==> config.mk <==
export PLATFORM = sky130hd
export DESIGN_NAME = accel3w_poller
export DESIGN_NICKNAME = d
export VERILOG_FILES = /design/src/rtl/accel3w_pkg.sv /design/src/rtl/accel3w_spi_engine.sv /design/src/rtl/accel3w_sequencer.sv /design/src/rtl/accel3w_poller.sv
export SDC_FILE = /design/constraint.sdc
export NUM_CORES = 1
export LEC_CHECK = 0
export BUFFER_PORTS_ARGS = -buffer_cell sky130_fd_sc_hd__buf_2
export CAP_MARGIN = 25
export CORE_AREA = 2 2 95 106
export CTS_CLUSTER_DIAMETER = 30
export DETAILED_ROUTE_END_ITERATION = 8
export DIE_AREA = 0 0 97 108
export GPL_ROUTABILITY_DRIVEN = 0
export GPL_TIMING_DRIVEN = 0
export PLACE_DENSITY = 0.76
export SYNTH_ARGS = -nofsm -noshare
export SYNTH_HDL_FRONTEND = slang
export SYNTH_SLANG_ARGS = --single-unit
==> constraint.sdc <==
create_clock -name clk -period 1.9 [get_ports clk]
set_input_delay 0.095 -clock clk [delete_from_list [all_inputs] [get_ports clk]]
set_output_delay 0.095 -clock clk [all_outputs]
set_load 0.1 [all_outputs]
==> src/rtl/accel3w_pkg.sv <==
package accel3w_pkg;

    localparam int BYTE_W      = 8;
    localparam int AXIS_W      = 10;
    localparam int N_AXES      = 3;
    localparam int BURST_BYTES = 2 * N_AXES;

    localparam logic [5:0] REG_FORMAT = 6'h31;
    localparam logic [7:0] VAL_FORMAT = 8'h40;  // single-wire, 10-bit, right, +-2g
    localparam logic [5:0] REG_RATE   = 6'h2C;
    localparam logic [7:0] VAL_RATE   = 8'h0C;  // 400 Hz
    localparam logic [5:0] REG_POWER  = 6'h2D;
    localparam logic [7:0] VAL_POWER  = 8'h08;  // measure
    localparam logic [5:0] REG_ISRC   = 6'h30;
    localparam int         READY_BIT  = 7;
    localparam logic [5:0] REG_DATA0  = 6'h32;

    typedef enum logic [2:0] {
        STEP_FORMAT, STEP_RATE, STEP_POWER, STEP_POLL, STEP_BURST
    } step_e;

    typedef enum logic [2:0] {
        ENG_IDLE, ENG_LEAD, ENG_LOW, ENG_HIGH, ENG_TRAIL
    } eng_state_e;

    typedef struct packed {
        logic             rd;
        logic             multi;
        logic [5:0]       addr;
        logic [BYTE_W-1:0] wdata;
        logic [2:0]       nbytes;
    } xfer_t;

    function automatic xfer_t xfer_for(step_e s);
        xfer_t x;
        x = '{rd: 1'b0, multi: 1'b0, addr: 6'h00, wdata: 8'h00, nbytes: 3'd1};
        case (s)
            STEP_FORMAT: begin x.addr = REG_FORMAT; x.wdata = VAL_FORMAT; end
            STEP_RATE:   begin x.addr = REG_RATE;   x.wdata = VAL_RATE;   end
            STEP_POWER:  begin x.addr = REG_POWER;  x.wdata = VAL_POWER;  end
            STEP_POLL:   begin x.rd = 1'b1; x.addr = REG_ISRC; end
            default:     begin x.rd = 1'b1; x.multi = 1'b1; x.addr = REG_DATA0;
                               x.nbytes = 3'(BURST_BYTES); end
        endcase
        return x;
    endfunction

    function automatic logic [AXIS_W-1:0] axis_join(logic [BYTE_W-1:0] lo,
                                                    logic [BYTE_W-1:0] hi);
        return {hi[AXIS_W-BYTE_W-1:0], lo};
    endfunction

endpackage

==> src/rtl/accel3w_spi_engine.sv <==
module accel3w_spi_engine
    import accel3w_pkg::*;
#(
    parameter int CLK_DIV   = 25,
    parameter int MAX_BYTES = BURST_BYTES
) (
    input  logic                          clk,
    input  logic                          rst,
    input  logic                          start,
    input  xfer_t                         req,
    output logic                          done,
    output logic [MAX_BYTES*BYTE_W-1:0]   rx_data,
    output logic                          cs_n,
    output logic                          sclk,
    output logic                          sdo,
    output logic                          sdo_oe,
    input  logic                          sdi
);
    localparam int DIV_W   = (CLK_DIV > 1) ? $clog2(CLK_DIV) : 1;
    localparam int MAXBITS = (MAX_BYTES + 1) * BYTE_W;
    localparam int BIT_W   = $clog2(MAXBITS + 1);
    localparam int SH_W    = 2 * BYTE_W;

    eng_state_e        state;
    logic [DIV_W-1:0]  div_cnt;
    logic [BIT_W-1:0]  bit_idx, last_bit;
    logic [SH_W-1:0]   shreg;
    logic              is_rd;
    logic              tick;

    assign tick = (div_cnt == DIV_W'(CLK_DIV - 1));

    always_ff @(posedge clk) begin
        if (rst) begin
            state    <= ENG_IDLE;
            div_cnt  <= '0;
            bit_idx  <= '0;
            last_bit <= '0;
            shreg    <= '0;
            is_rd    <= 1'b0;
            rx_data  <= '0;
            cs_n     <= 1'b1;
            sclk     <= 1'b1;
            sdo      <= 1'b0;
            sdo_oe   <= 1'b0;
            done     <= 1'b0;
        end else begin
            done <= 1'b0;
            if (state != ENG_IDLE)
                div_cnt <= tick ? '0 : div_cnt + 1'b1;
            case (state)
                ENG_IDLE: if (start) begin
                    cs_n     <= 1'b0;
                    is_rd    <= req.rd;
                    shreg    <= {req.rd, req.multi, req.addr,
                                 req.rd ? {BYTE_W{1'b0}} : req.wdata};
                    last_bit <= req.rd ? BIT_W'(BYTE_W * (int'(req.nbytes) + 1) - 1)
                                       : BIT_W'(SH_W - 1);
                    bit_idx  <= '0;
                    div_cnt  <= '0;
                    state    <= ENG_LEAD;
                end
                ENG_LEAD: if (tick) begin
                    sclk   <= 1'b0;
                    sdo    <= shreg[SH_W-1];
                    shreg  <= shreg << 1;
                    sdo_oe <= 1'b1;
                    state  <= ENG_LOW;
                end
                ENG_LOW: if (tick) begin
                    sclk <= 1'b1;
                    if (is_rd && bit_idx >= BIT_W'(BYTE_W))
                        rx_data <= {rx_data[MAX_BYTES*BYTE_W-2:0], sdi};
                    state <= ENG_HIGH;
                end
                ENG_HIGH: if (tick) begin
                    if (bit_idx == last_bit) begin
                        state <= ENG_TRAIL;
                    end else begin
                        bit_idx <= bit_idx + 1'b1;
                        sclk    <= 1'b0;
                        sdo     <= shreg[SH_W-1];
                        shreg   <= shreg << 1;
                        sdo_oe  <= !(is_rd && bit_idx >= BIT_W'(BYTE_W - 1));
                        state   <= ENG_LOW;
                    end
                end
                ENG_TRAIL: if (tick) begin
                    cs_n   <= 1'b1;
                    sdo_oe <= 1'b0;
                    done   <= 1'b1;
                    state  <= ENG_IDLE;
                end
                default: state <= ENG_IDLE;
            endcase
        end
    end
endmodule

==> src/rtl/accel3w_sequencer.sv <==
module accel3w_sequencer
    import accel3w_pkg::*;
(
    input  logic                            clk,
    input  logic                            rst,
    input  logic                            done,
    input  logic [BURST_BYTES*BYTE_W-1:0]   rx_data,
    output logic                            start,
    output xfer_t                           req,
    output logic [AXIS_W-1:0]               axis_x,
    output logic [AXIS_W-1:0]               axis_y,
    output logic [AXIS_W-1:0]               axis_z,
    output logic                            valid
);
    step_e                step;
    logic                 waiting;
    logic [AXIS_W-1:0]    axis_q [N_AXES];
    logic [AXIS_W-1:0]    axis_new [N_AXES];

    assign req = xfer_for(step);

    // byte k of the burst arrived k-th, so it sits k bytes below the top
    for (genvar a = 0; a < N_AXES; a++) begin : g_axis
        localparam int LO_POS = (BURST_BYTES - 1 - 2 * a) * BYTE_W;
        localparam int HI_POS = (BURST_BYTES - 2 - 2 * a) * BYTE_W;
        assign axis_new[a] = axis_join(rx_data[LO_POS +: BYTE_W],
                                       rx_data[HI_POS +: BYTE_W]);
    end

    always_ff @(posedge clk) begin
        if (rst) begin
            step    <= STEP_FORMAT;
            waiting <= 1'b0;
            start   <= 1'b0;
            valid   <= 1'b0;
            for (int a = 0; a < N_AXES; a++) axis_q[a] <= '0;
        end else begin
            start <= 1'b0;
            valid <= 1'b0;
            if (!waiting) begin
                start   <= 1'b1;
                waiting <= 1'b1;
            end else if (done) begin
                waiting <= 1'b0;
                case (step)
                    STEP_FORMAT: step <= STEP_RATE;
                    STEP_RATE:   step <= STEP_POWER;
                    STEP_POWER:  step <= STEP_POLL;
                    STEP_POLL:   step <= rx_data[READY_BIT] ? STEP_BURST : STEP_POLL;
                    default: begin
                        for (int a = 0; a < N_AXES; a++) axis_q[a] <= axis_new[a];
                        valid <= 1'b1;
                        step  <= STEP_POLL;
                    end
                endcase
            end
        end
    end

    assign axis_x = axis_q[0];
    assign axis_y = axis_q[1];
    assign axis_z = axis_q[2];
endmodule

==> src/rtl/accel3w_poller.sv <==
module accel3w_poller
    import accel3w_pkg::*;
#(
    parameter int CLK_DIV = 25
) (
    input  logic              clk,
    input  logic              rst,
    output logic              cs_n,
    output logic              sclk,
    output logic              sdio_o,
    output logic              sdio_oe,
    input  logic              sdio_i,
    output logic [AXIS_W-1:0] accel_x,
    output logic [AXIS_W-1:0] accel_y,
    output logic [AXIS_W-1:0] accel_z,
    output logic              sample_valid
);
    logic                          xfer_start, xfer_done;
    xfer_t                         xfer_req;
    logic [BURST_BYTES*BYTE_W-1:0] xfer_rx;

    accel3w_spi_engine #(.CLK_DIV(CLK_DIV), .MAX_BYTES(BURST_BYTES)) u_engine (
        .clk(clk), .rst(rst), .start(xfer_start), .req(xfer_req),
        .done(xfer_done), .rx_data(xfer_rx), .cs_n(cs_n), .sclk(sclk),
        .sdo(sdio_o), .sdo_oe(sdio_oe), .sdi(sdio_i)
    );

    accel3w_sequencer u_seq (
        .clk(clk), .rst(rst), .done(xfer_done), .rx_data(xfer_rx),
        .start(xfer_start), .req(xfer_req), .axis_x(accel_x),
        .axis_y(accel_y), .axis_z(accel_z), .valid(sample_valid)
    );
endmodule

* After elaboration in Yosys (flattened, before gate mapping)
Memories as Yosys holds them, arrays and structs flattened.
Index checks and enable logic that the tools add are counted.
** Operators by class
- Add/subtract/negate cells :: 4
- $lt $le $gt $ge :: 2
- Equal/unequal tests :: 15
- Mux-type cells :: 56
- Bitwise gates (word level) :: 4
- Reduce and logical (&&, ||, !) cells :: 25
** Operator list (count)
- $mux 16 :: 4
- $pmux 16 s3 :: 1
- $mux 10 :: 3
- $mux 3 :: 8
- $mux 6 :: 4
- $mux 1 :: 22
- $pmux 7 s3 :: 1
- $mux 5 :: 4
- $pmux 5 s4 :: 1
- $reduce_and 5->1 :: 4
- $pmux 3 s5 :: 1
- $eq 3x2->1 const B :: 4
- $pmux 6 s2 :: 1
- $reduce_bool 3->1 :: 4
- $ne 2x1->1 const B :: 5
- $pmux 3 s3 :: 1
- $mux 8 :: 1
- $reduce_and 4->1 :: 2
- $add 6x1->6 const B :: 1
- $eq 3x1->1 const B :: 2
- $eq 6x6->1 :: 1
- $ge 6x3->1 const B :: 1
- $ge 6x4->1 const B :: 1
- $logic_not 3->1 :: 2
- 18 further kinds :: 27
** Word-level totals
- Register bits after elaboration :: 96
- Bits in writable memories :: 30
- Input bits :: 3
- Output and inout bits :: 35
- Logic and storage cells :: 123
- Memories :: 1
** Memories
- u_seq.axis_q :: words 3, width 10, read ports 3, clocked after memory_dff 0, wr ports 3, line accel3w_sequencer.sv:17 : logic [AXIS_W-1:0] axis_q [N_AXES];

* Depth between registers and ports, before layout
Gate-level depths: netlist of the first run.
- Depth in word-level cells :: 8
- Depth in mapped cells :: 10
- Gate-level depth less buffers :: 7

* By module
From an unflattened synthesis of the first run, not the netlist that was laid out.
** Second synthesis, totals
- Cells, all modules :: 550
- Area, all modules :: 5178.7 um^2
** Modules (own cells, without submodules)
- accel3w_spi_engine :: instances 1, cells each 441, area each 3722.3 um^2
- accel3w_sequencer :: instances 1, cells each 109, area each 1456.4 um^2

* Worst setup path before layout of the first run
No wires, ideal clock.
- Path kind :: register to register
- Start :: register u_engine.div_cnt[0]
- End :: register u_engine.rx_data[10]
- Library setup time :: 0.132 ns
- Arrival time :: 1.818 ns
- Data required time :: 1.768 ns
- Setup slack :: -0.051 ns
- Cell stages (with the launch flop) :: 11
- Clock period less this slack :: 1.951 ns
- Cell sequence :: dfxtp_1 -> inv_1 -> ha_1 -> and4b_1 -> buf_4 -> nand2_2 -> or4_4 -> buf_6 -> buf_6 -> nand2_1 -> a21oi_1
** Between the ends
- Cells in the longest elaborated chain, start to end :: 2
** Ends and longest elaborated chain
- start, declared :: line accel3w_spi_engine.sv:25 : logic [DIV_W-1:0] div_cnt;
- start signal, assigned :: line accel3w_spi_engine.sv:50 : div_cnt <= tick ? '0 : div_cnt + 1'b1;
- $eq 5x5->1 :: line accel3w_spi_engine.sv:31 : assign tick = (div_cnt == DIV_W'(CLK_DIV - 1));
- $reduce_and 3->1 (no line)
- end signal, assigned :: line accel3w_spi_engine.sv:73 : rx_data <= {rx_data[MAX_BYTES*BYTE_W-2:0], sdi};
- end, declared :: line accel3w_spi_engine.sv:12 : output logic [MAX_BYTES*BYTE_W-1:0] rx_data,
No other way between the ends.
A chain may end at the register's enable or synchronous reset.

* Worst setup path after layout of the first run
- Start :: register u_engine.div_cnt[1]
- End :: register u_engine.rx_data[3]
The elaborated chain is that of the path after synthesis.

==> results of run 1 <==
cells in the mapped netlist (2+ instances only):
cell type / count / area (sq um)
nand2_1: 115 / 432
dfxtp_1: 91 / 1820
a21oi_1: 71 / 355
nor2_1: 47 / 176
and2_1: 34 / 213
edfxtp_1: 30 / 901
clkbuf_1: 19 / 71.3
a211oi_1: 13 / 97.6
nand2b_1: 10 / 62.6
nand3_1: 8 / 40.0
mux2i_1: 7 / 70.1
nor3_1: 7 / 35.0
buf_2: 6 / 30.0
inv_1: 6 / 22.5
buf_4: 5 / 37.5
ha_1: 4 / 50.1
nand4_1: 4 / 25.0
or3_1: 4 / 25.0
buf_6: 3 / 33.8
nor2b_1: 3 / 18.8
a2111oi_0: 2 / 17.5
a311oi_1: 2 / 17.5
buf_1: 2 / 7.51
nand3b_1: 2 / 15.0
nand4b_1: 2 / 17.5
nor3b_1: 2 / 15.0
o21ai_0: 2 / 10.0
o21ai_1: 2 / 10.0
o21bai_1: 2 / 15.0
or2_2: 2 / 12.5
or4_4: 2 / 22.5
xnor2_1: 2 / 17.5
worst max path at each step:
stage,startpoint,end,slack (ns),depth (start not counted)
2_1_floorplan,u_engine.div_cnt[0]$_SDFF_PP0_,u_engine.rx_data[10]$_SDFFE_PP0P_,0.06,10
3_3_place_gp,rst,u_seq.axis_q[0][10]$_SDFFCE_PN0P_,-0.65,4
3_5_place_dp,rst,u_seq.axis_q[0][10]$_SDFFCE_PN0P_,-0.47,5
4_1_cts,u_engine.div_cnt[1]$_SDFF_PP0_,u_engine.rx_data[1]$_SDFFE_PP0P_,-0.11,10
5_1_grt,u_engine.div_cnt[1]$_SDFF_PP0_,u_engine.rx_data[17]$_SDFFE_PP0P_,-0.13,11
6_report,u_engine.div_cnt[1]$_SDFF_PP0_,u_engine.rx_data[3]$_SDFFE_PP0P_,-0.08,10
sequential cells by signal, summed over array words and instances, names as in the netlist:
| name | count |
|---|---|
| u_engine.rx_data | 48 |
| u_engine.bit_idx | 6 |
| u_engine.is_rd | 1 |
| u_seq.start | 1 |
| u_engine.state | 3 |
| u_seq.waiting | 1 |
| u_seq.valid | 1 |
| u_engine.sclk | 1 |
| u_engine.done | 1 |
| u_engine.last_bit | 3 |
| u_engine.div_cnt | 5 |
| u_seq.axis_q | 30 |
| u_engine.cs_n | 1 |
| u_engine.sdo_oe | 1 |
| u_seq.step | 3 |
| u_engine.sdo | 1 |
| u_engine.shreg | 14 |
per-layer routing:
layer  vias up  wire (microns)
met2       135            6290
met1      2044            5160
met3        41             543
met4         0             338
met5         -               0
li1       1939               -
logic make-up (layout without fill, tap and decap cells):
| kind of cell | count (synthesis) | in the layout | share of synthesized area [%] |
|---|---|---|---|
| AO/OA/AOI/OAI | 98 | 98 | 12.1 |
| XOR/XNOR | 3 | 3 | 0.544 |
| adder cells (fa/ha/maj) | 4 | 4 | 1.04 |
| buffers and inverters | 41 | 139 | 4.20 |
| flip-flops | 121 | 121 | 56.4 |
| multiplexers | 8 | 8 | 1.68 |
| AND/OR/NAND/NOR | 248 | 248 | 24.1 |
what timing repair did:
| action | in CTS | in global routing |
|---|---|---|
| buffers inserted | 10 | 11 |
| hold endpoints to repair | 3 | 0 |
| hold buffers | 2 | 0 |
| pin swaps | 14 | 55 |
| cloned | 2 | 4 |
| gates resized for setup | 53 | 150 |
| setup endpoints to repair | 77 | 95 |
per-stage QoR:
step           setup slack (ns)  hold WS (ns)
5_1_grt                  -0.128        0.0734
2_1_floorplan            0.0637         0.235
4_1_cts                  -0.115        0.0855
3_3_place_gp             -0.652         0.352
6_report                -0.0782        0.0504
3_5_place_dp             -0.466         0.357
worst reg2reg max path, cell delays in order (launching register included):
cell,delay [ns]
dfxtp_2,0.32
inv_2,0.07
ha_4,0.13
and4b_1,0.21
buf_6,0.12
nand2_4,0.06
or4_4,0.47
buf_8,0.18
buf_6,0.14
nand2_2,0.07
a21oi_2,0.05
power by group:
group | internal, mW | switching [mW] | total [mW]
Clock | 1.79 | 1.32 | 3.11
Combinational | 0.128 | 0.369 | 0.498
Sequential | 2.69 | 0.0258 | 2.71
Total | 4.61 | 1.72 | 6.32
final cells by class:
type / count / area (sq um)
fill: 616 / 2650
tap: 117 / 146
multi-input combinational: 361 / 2430
inverter: 6 / 22.5
sequential: 121 / 2730
clock inverter: 15 / 156
timing repair buffer: 67 / 509
buffer: 34 / 254
clock buffer: 17 / 414
==> reports/results.tsv, run 1 <==
stage	metric	value	unit
setup_path	crit_family	simple AND/OR/NAND/NOR gates	
setup_path	ff2ff_path_depth	10	
pwr	p_leak	2.59	nW
cts	root_buffer	clkbuf_8	
setup_path	cp_common_cell	buf_6	
cts	path_clk_slew	0.07	ns
global_routing	grt_pass1_vias	3716	
worst_hold_path	hold_end	u_seq.valid$_DFF_P_	
die	die_h	108	microns
placed_design	hpwlAfterDp	6420	microns
cts	clk_latency	0.52	ns
yosys	synth.avg_cell_area	9.24	sq um
die	ios	38	
yosys	synth_edf_count	30	
route	dr.pass1.iters	6	
yosys	yosys_warnings	0	
timing	final_max_slew_viol_count	0	
layout	layout-drive-gt1-share	38.8	%
route	drt-total-wl	12300	microns
yosys	ys_ff_latch	121	
timing	clock.fmax	0.506	GHz
global_routing	antenna_found_initial	0	
global_routing	gr-total-overflow	0	
setup_path	slowest_stage	or4_4	
global_routing	met1_usage	23.3	%
setup_path	crit_required	2.27	ns
yosys	ys.flop_type	dfxtp_1	
worst_hold_path	whs_path_depth	3	
setup_path	crit_buf_inv	4	
placed_design	placed_cells	678	
route	ant_nets	0	
route	dr.first_iter.drc_count	212	
setup_path	cp.arrival	2.35	ns
yosys	synth_cells	523	
timing	fin_crit_sh	104	%
route	post_drt_via_cell_ratio	5.64	
setup_path	crit_type	flip-flop to flip-flop	
yosys	synth.cell_area	4830	sq um
timing	rsz0062_at_grt	yes	
timing	postLayoutSetupSlackWorst	-0.0782	ns
pwr	p_per_area	950	nW/um^2
layout	fin_nets	615	
layout	instances_no_fill	738	
die	row_count	37	
timing	period_needed	1.98	ns
route	vias	4159	
job	maxCapViolations	0	
die	start_util	51.9	%
layout	finish.utilization	71.6	%
setup_path	crit_chain	inv_2 > ha_4 > and4b_1 > buf_6 > nand2_4 > or4_4 > buf_8 > buf_6 > nand2_2 > a21oi_2	
global_routing	use_met2	37.6	%
setup_path	path_max_fanout	6	
cts	cts_made_buffers	17	
global_routing	grt_use_total	20.4	%
die	core-area	9310	sq um
cts	cts_buffer_depth	2	
setup_path	critPathMaxStageDelay	0.47	ns
route	drc	0	
global_routing	top_usage_layer	met2	
yosys	ys_seq_area_share	56.4	%
cts	cts_sinks	121	
layout	n_antenna_cell	0	
layout	area_delta_synth_final	37.8	%
yosys	async_flop_share	0	%
timing	relSlewSlack	47.4	%
timing	clock_skew	0.0109	ns
outcome	violations	negative setup slack	
setup_path	r2r-start	u_engine.div_cnt[1]$_SDFF_PP0_	
timing	worstMarginPinSlew	0.789	ns
setup_path	setup.worst_path.end_class	flip-flop	
placed_design	portBuffers	37	
timing	hold_viol_final	0	
global_routing	grt_max_degree	17	
worst_hold_path	hold_class	primary input to flip-flop	
route	wire_per_inst	16.7	microns
timing	finalSetupViolations	33	
pwr	vdd_drop_max	0.616	mV
layout	final_common_cell	dfxtp_1	
yosys	syn-num-nets	530	
layout	final_area	6660	sq um
setup_path	start_kind	flip-flop	
timing	tns	-1.73	ns
yosys	synth_cell_types	44	
cts	cts_tree	done	
layout	final_cell_mix	88 x dfxtp_1, 61 x nand2_1, 44 x nor2_1, 37 x a21oi_2, 37 x buf_2	
die	dieArea	10500	sq um
setup_path	reg2reg_to	u_engine.rx_data[3]$_SDFFE_PP0P_	
setup_path	regToRegSetupSlack	-0.08	ns
outcome	status	finished with violations	
pwr	finalPower	6.32	mW
die	die_w	97	microns
placed_design	place_area	5180	sq um
global_routing	grt_first_pass_wirelength	17200	microns
worst_hold_path	hp-start	rst	
cts	h-tree-depth	4	
global_routing	global_route.usage.met3	4.91	%
Note: power is estimated with default switching activity, not from simulation.
==> inputs of run 2 (changes only) <==
--- a/config.mk
+++ b/config.mk
@@ -5,6 +5,7 @@
 export SDC_FILE = /design/constraint.sdc
 export NUM_CORES = 1
 export LEC_CHECK = 0
+export ABC_AREA = 1
 export BUFFER_PORTS_ARGS = -buffer_cell sky130_fd_sc_hd__buf_2
 export CAP_MARGIN = 25
 export CORE_AREA = 2 2 95 106
@@ -13,7 +14,7 @@
 export DIE_AREA = 0 0 97 108
 export GPL_ROUTABILITY_DRIVEN = 0
 export GPL_TIMING_DRIVEN = 0
-export PLACE_DENSITY = 0.76
+export PLACE_DENSITY = 0.77
 export SYNTH_ARGS = -nofsm -noshare
 export SYNTH_HDL_FRONTEND = slang
 export SYNTH_SLANG_ARGS = --single-unit
==> run 2 against run 1 <==
Net effect:
- the run now ends clean
- maximum frequency increased by 10%
- total power increased by 19%
- largest power group unchanged
- largest cell class unchanged
- clock-buffer cell count unchanged
- setup slack improved by 0.19 ns
- sequential share of layout area increased by 4.7 points
- highest routed layer unchanged
- combinational power grew to 2.7 times the previous value
- first-iteration DRC count is 9.0% higher
- area after synthesis rose by 1.7%
- hold slack improved by 0.38 ns
- die area unchanged
- design area decreased by 10%
==> reports/results.tsv, run 2 <==
stage	metric	value	unit	change
outcome	status	completed		
layout	instances_no_fill	782		+6.0%
global_routing	grt_use_total	21.5	%	+1.1 points
setup_path	crit_required	2.15	ns	-0.12 ns
global_routing	grt_max_degree	31		+14
route	wl_met2	5580	microns	-11%
cts	h-tree-depth	4		unchanged
layout	fillers	737		+20%
pwr	vdd_drop_max	0.747	mV	+21%
yosys	synth.most_common_cell	dfxtp_1		
setup_path	ff2ff_path_depth	5		-5
die	dieArea	10500	sq um	unchanged
job	maxCapViolations	0		unchanged
yosys	synth.avg_cell_area	8.33	sq um	-9.8%
setup_path	slowest_stage	clkbuf_1		
die	core-area	9310	sq um	unchanged
setup_path	start_kind	flip-flop		
placed_design	placed_cells	743		+9.6%
global_routing	grt_pass1_vias	3918		+5.4%
route	wl_met3	521	microns	-4.1%
timing	hold_slack	0.426	ns	+0.376 ns
timing	worstMarginPinSlew	0.568	ns	-0.221 ns
cts	cts_buffer_depth	2		unchanged
timing	relSlewSlack	62.0	%	+15 points
global_routing	antenna_found_initial	0		unchanged
layout	fin_nets	659		+7.2%
setup_path	cp.arrival	2.04	ns	-0.31 ns
layout	top_register	u_engine.rx_data		
setup_path	crit_chain	inv_1 > nor2_1 > inv_1 > clkbuf_1 > nor2_1		
route	dr.first_iter.drc_count	231		+9.0%
timing	finalSetupViolations	0		-100%
timing	clock.fmax	0.559	GHz	+10%
yosys	ys.flop_type	dfxtp_1		
setup_path	critPathMaxStageDelay	0.43	ns	-0.04 ns
timing	clock_skew	0.00668	ns	-0.00424 ns
die	die_h	108	microns	unchanged
global_routing	grt_first_pass_wirelength	17800	microns	+3.5%
layout	top_regs	u_engine.rx_data: 48 flops, u_seq.axis_q: 30 flops, u_engine.shreg: 14 flops		
layout	area_delta_synth_final	21.3	%	
setup_path	path_max_fanout	10		+4
yosys	syn-num-nets	597		+13%
route	post_drt_via_cell_ratio	5.24		-7.1%
setup_path	regToRegSetupSlack	0.11	ns	+0.19 ns
worst_hold_path	hold_class	primary input to flip-flop		
die	ios	38		unchanged
cts	clk_latency	0.53	ns	about the same
yosys	synth.cell_area	4910	sq um	+1.7%
die	start_util	52.8	%	+0.90 points
route	dr.pass1.iters	5		-1
yosys	yosys.area.top_type	dfxtp_1		
yosys	netlist_top_cells_count	91 x dfxtp_1, 89 x inv_1, 75 x a21oi_1		
cts	cts_tree	done		
setup_path	crit_type	flip-flop to flip-flop		
yosys	synth_area_leaders	dfxtp_1 37%, edfxtp_1 18%, a21oi_1 7.6%		
route	vias	4095		-1.5%
placed_design	hpwlAfterDp	6790	microns	+5.8%
layout	n_antenna_cell	0		unchanged
yosys	synth_edf_count	30		unchanged
layout	final_common_cell	dfxtp_1		
cts	cts_sinks	121		unchanged
yosys	yosys_warnings	0		unchanged
pwr	p_per_area	1270	nW/um^2	+33%
timing	final_max_slew_viol_count	0		unchanged
cts	root_buffer	clkbuf_8		
layout	final_cell_mix	91 x dfxtp_1, 89 x inv_1, 75 x a21oi_1, 73 x nand2_1, 72 x nor2_1		
pwr	p_leak	2.31	nW	-11%
setup_path	setup.worst_path.end_class	flip-flop		
timing	hold_viol_final	0		unchanged
route	highest_layer	met4		
route	wire_per_inst	14.2	microns	-15%
route	wl_met1	4770	microns	-7.5%
timing	period_needed	1.79	ns	-0.188 ns
die	die_w	97	microns	unchanged
worst_hold_path	whs_path_depth	4		+1
route	ant_nets	0		unchanged
cts	cts_made_buffers	17		unchanged
layout	layout-drive-gt1-share	15.9	%	-23 points
global_routing	gr-total-overflow	0		unchanged
layout	largest_reg_flops	48		unchanged
yosys	synth_top_cell_area_share	37.1	%	-0.64 points
yosys	ys_seq_area_share	55.4	%	-0.96 points
die	row_count	37		unchanged
yosys	async_flop_share	0	%	unchanged
yosys	synth_cells	590		+13%
timing	rsz0062_at_grt	yes		
route	drt-total-wl	11100	microns	-10%
yosys	ys_ff_latch	121		unchanged
route	drc	0		unchanged
yosys	synth_cell_types	35		-20%
timing	fin_crit_sh	94.2	%	-9.9 points
placed_design	portBuffers	36		-2.7%
cts	path_clk_slew	0.06	ns	about the same
-- run 2: report_power, final --
group / internal [mW] / switching [mW] / total [mW]
clock network: 2.02 / 1.23 / 3.26
logic: 0.379 / 0.960 / 1.34
registers: 2.85 / 0.100 / 2.95
-- run 2: area by class of cell --
type / count / area (sq um) / share of cell area (%)
clock inverters: 15 / 191 / 3.21
clock buffers: 17 / 414 / 6.95
inverters: 95 / 359 / 6.02
plain buffers: 28 / 141 / 2.37
repair buffers: 42 / 235 / 3.95
flip-flops and latches: 121 / 2720 / 45.7
well taps: 117 / 146 / 2.46
multi-input cells: 347 / 1750 / 29.4
-- run 2: timing repair --
| item | in CTS | in global routing |
|---|---|---|
| resized for setup | 0 | 13 |
| setup buffers | 0 | 2 |
| endpoints found under the hold margin | 4 | 0 |
| hold buffers | 4 | 0 |
| setup endpoints to repair | 0 | 92 |
-- run 2: final timing paths --
kind | startpoint | endpoint
min reg2reg | u_seq.waiting$_SDFF_PP0_ | u_seq.start$_SDFF_PP0_
max | u_seq.step[2]$_SDFFE_PP0P_ | u_seq.axis_q[0][29]$_SDFFCE_PN0P_
min | sdio_i | u_engine.rx_data[0]$_SDFFE_PP0P_
max reg2reg | u_seq.step[2]$_SDFFE_PP0P_ | u_seq.axis_q[0][29]$_SDFFCE_PN0P_
-- run 2: metal layers --
metal	GRT usage, %	vias up
li1	-	2045
met1	24.9	1909
met2	37.7	115
met3	6.66	26
met4	8.15	0
met5	0	-
-- run 2: stage by stage --
stage	utilization, %	TNS, ns	setup WS (ns)	instance area (sq um)	power (mW)
final	64.1	0	0.110	5960	7.54
after global routing	64.1	-0.0264	-0.0127	5960	7.84
after global placement	56.4	-10.56	-0.353	5250	4.21
after CTS	63.4	0	0.00723	5900	7.51
after detailed placement	56.4	-5.01	-0.168	5250	4.25
after floorplan	-	0	0.176	4920	4.03
-- run 2: logic make-up (layout without fill, tap and decap cells) --
family / count (synthesis) / after routing / share of synthesized area [%]
AO/OA/AOI/OAI: 153 / 154 / 16.0
adder cells (fa/ha/maj): 4 / 4 / 1.02
buffers and inverters: 123 / 197 / 10.0
AND/OR/NAND/NOR: 187 / 187 / 17.2
XOR/XNOR: 2 / 2 / 0.356
flip-flops: 121 / 121 / 55.4
-- run 2: critical path, delay by kind of cell, from the launching register on --
kind                   cells  cell delay [ns]
buffers and inverters      3             0.90
flip-flops                 1             0.36
AND/OR/NAND/NOR            2             0.27
==> inputs of run 3 (changes only) <==
--- a/config.mk
+++ b/config.mk
@@ -5,16 +5,16 @@
 export SDC_FILE = /design/constraint.sdc
 export NUM_CORES = 1
 export LEC_CHECK = 0
-export ABC_AREA = 1
 export BUFFER_PORTS_ARGS = -buffer_cell sky130_fd_sc_hd__buf_2
 export CAP_MARGIN = 25
-export CORE_AREA = 2 2 95 106
+export CORE_AREA = 2 2 90 100
 export CTS_CLUSTER_DIAMETER = 30
 export DETAILED_ROUTE_END_ITERATION = 8
-export DIE_AREA = 0 0 97 108
+export DIE_AREA = 0 0 92 102
 export GPL_ROUTABILITY_DRIVEN = 0
 export GPL_TIMING_DRIVEN = 0
-export PLACE_DENSITY = 0.77
+export PLACE_DENSITY = 0.8
+export REMOVE_ABC_BUFFERS = 1
 export SYNTH_ARGS = -nofsm -noshare
 export SYNTH_HDL_FRONTEND = slang
 export SYNTH_SLANG_ARGS = --single-unit
==> constraint.sdc (replaced) <==
create_clock -name clk -period 1.67 [get_ports clk]
set_input_delay 0.0835 -clock clk [delete_from_list [all_inputs] [get_ports clk]]
set_output_delay 0.0835 -clock clk [all_outputs]
set_load 0.1 [all_outputs]
==> run 3 against run 2 <==
Net effect:
- the flow now finishes with violations (negative setup slack)
- flip-flop and latch count is the same
- design area grew 4.1%
- die area shrank 10%
- clock-buffer cell count is the same
- first-iteration DRC count grew 13%
- final cell count shrank 10%
- clock skew is essentially flat
- maximum frequency shrank 6.9%
- total power shrank 4.1%
- setup slack lost 0.36 ns
==> reports/results.tsv, run 3 (same netlist as run 1, synthesis figures left out) <==
stage	metric	value	unit	change
route	wire_per_inst	16.0	microns	+13%
cts	cts_tree	done		
pwr	finalPower	7.23	mW	-4.1%
setup_path	critPathMaxStageDelay	0.61	ns	+0.18 ns
outcome	violations	negative setup slack		
setup_path	crit_buf_inv	1		-2
setup_path	crit_family	simple AND/OR/NAND/NOR gates		
job	maxCapViolations	0		unchanged
timing	clock_skew	0.00668	ns	-0.00000333 ns
placed_design	place_ws	-0.743	ns	-0.575 ns
timing	clock.fmax	0.520	GHz	-6.9%
global_routing	grt_first_pass_wirelength	17400	microns	-2.2%
timing	final_max_slew_viol_count	0		unchanged
setup_path	start_kind	flip-flop		
placed_design	portBuffers	37		+2.8%
timing	worstMarginPinSlew	0.928	ns	+0.360 ns
setup_path	slowest_stage	or4_4		
global_routing	grt_pass1_vias	3741		-4.5%
timing	period_needed	1.92	ns	+0.132 ns
layout	area_delta_synth_final	28.5	%	
placed_design	place_area	5040	sq um	-4.0%
timing	hold_viol_final	0		unchanged
setup_path	cp.arrival	2.29	ns	+0.25 ns
cts	h-tree-depth	4		unchanged
pwr	p_leak	2.26	nW	-2.4%
cts	root_buffer	clkbuf_8		
die	dieArea	9380	sq um	-10%
worst_hold_path	hold_class	primary input to flip-flop		
global_routing	grt_use_total	23.8	%	+2.3 points
global_routing	gr-total-overflow	0		unchanged
route	dr.first_iter.drc_count	262		+13%
cts	clk_latency	0.53	ns	about the same
pwr	p_per_area	1170	nW/um^2	-7.9%
layout	final_cell_mix	83 x dfxtp_1, 80 x nand2_1, 68 x a21oi_1, 43 x nor2_1, 36 x buf_2		
setup_path	path_max_fanout	10		unchanged
global_routing	grt_max_degree	94		+200%
outcome	status	finished with violations		
pwr	vdd_drop_max	0.711	mV	-4.8%
cts	cts_buffer_depth	2		unchanged
die	core-area	8320	sq um	-11%
route	drc	0		unchanged
layout	fillers	520		-29%
cts	cts_sinks	121		unchanged
layout	final_area	6210	sq um	+4.1%
layout	final_common_cell	dfxtp_1		
setup_path	crit_type	flip-flop to flip-flop		
die	ios	38		unchanged
die	die_h	102	microns	-5.6%
setup_path	crit_chain	inv_2 > ha_4 > and4b_4 > nand2_8 > or4_4 > nand2_1 > a21oi_1		
route	vias	4029		-1.6%
cts	cts_made_buffers	17		unchanged
route	dr.pass1.iters	5		unchanged
route	ant_nets	0		unchanged
timing	fin_crit_sh	115	%	+21 points
die	start_util	58.1	%	+5.2 points
layout	top_register	u_engine.rx_data		
layout	n_antenna_cell	0		unchanged
layout	layout-drive-gt1-share	30.7	%	+15 points
setup_path	crit_required	2.04	ns	-0.11 ns
timing	relSlewSlack	38.2	%	-24 points
timing	rsz0062_at_grt	yes		
route	drt-total-wl	11200	microns	+1.6%
timing	finalSetupViolations	74		+74
route	post_drt_via_cell_ratio	5.72		+9.3%
layout	top_regs	u_engine.rx_data: 48 flops, u_seq.axis_q: 30 flops, u_engine.shreg: 14 flops		
cts	path_clk_slew	0.06	ns	about the same
layout	largest_reg_flops	48		unchanged
die	die_w	92	microns	-5.2%
die	row_count	35		-5.4%
layout	fin_nets	587		-11%
global_routing	antenna_found_initial	0		unchanged
placed_design	hpwlAfterDp	5180	microns	-24%
timing	postLayoutSetupSlackWorst	-0.252	ns	-0.362 ns
setup_path	setup.worst_path.end_class	flip-flop		
-- run 3: cell types whose count changed in the layout (fill, tap and decap cells not counted), sizes merged, moves of 9 or more --
cell    delta
buf       +16
o21ai     -65
nand2b    +10
a211oi    +14
nand2     +40
or4        +9
inv       -88
clkbuf    -18
nand4     -11
and2      +34
nor2      -29
-- run 3: per-layer routing --
metal | track usage, % | wire [microns] | vias up | part of all wire [%]
li1 | - | - | 1908 | -
met1 | 26.6 | 4400 | 1938 | 39
met2 | 41.5 | 5850 | 144 | 52
met3 | 6.56 | 568 | 39 | 5.1
met4 | 12.9 | 431 | 0 | 3.8
met5 | 0 | 0 | - | 0
-- run 3: power breakdown --
part	total, mW	internal, mW	switching (mW)
logic	0.567	0.156	0.412
registers	3.09	3.06	0.0329
clock network	3.58	2.16	1.42
-- run 3: timing repair --
action,4_1_cts,5_1_grt
buffers inserted,17,5
hold buffers,1,0
pin swaps,23,18
resized for setup,36,62
cloned,8,1
setup endpoints to repair,134,121
endpoints found under the hold margin,1,0
-- run 3: worst paths after layout --
| kind | start | end | slack (ns) | depth (start not counted) |
|---|---|---|---|---|
| max | u_engine.div_cnt[0]$_SDFF_PP0_ | u_engine.rx_data[31]$_SDFFE_PP0P_ | -0.25 | 7 |
| min | rst | u_engine.shreg[12]$_SDFFE_PP0P_ | 0.16 | 2 |
| max reg2reg | u_engine.div_cnt[0]$_SDFF_PP0_ | u_engine.rx_data[31]$_SDFFE_PP0P_ | -0.25 | 7 |
| min reg2reg | u_seq.waiting$_SDFF_PP0_ | u_seq.start$_SDFF_PP0_ | 0.44 | 1 |
-- run 3: layout make-up --
class / count / area, sq um / area share (%)
Multi-Input combinational cell: 369 / 2250 / 36.2
Inverter: 6 / 22.5 / 0.363
Clock inverter: 15 / 169 / 2.72
Tap cell: 111 / 139 / 2.24
Timing Repair Buffer: 65 / 470 / 7.58
Sequential cell: 121 / 2740 / 44.2
Clock buffer: 17 / 414 / 6.67
-- run 3: per-stage QoR --
step	hold WS [ns]	std cells	utilization (%)	TNS [ns]
2_1_floorplan	0.150	488	-	-87.46
4_1_cts	0.152	698	71.6	-12.41
6_report	0.157	704	74.6	-12.92
3_3_place_gp	0.332	636	59.8	-210.69
3_5_place_dp	0.334	640	60.6	-56.30
5_1_grt	0.199	704	74.6	-17.65
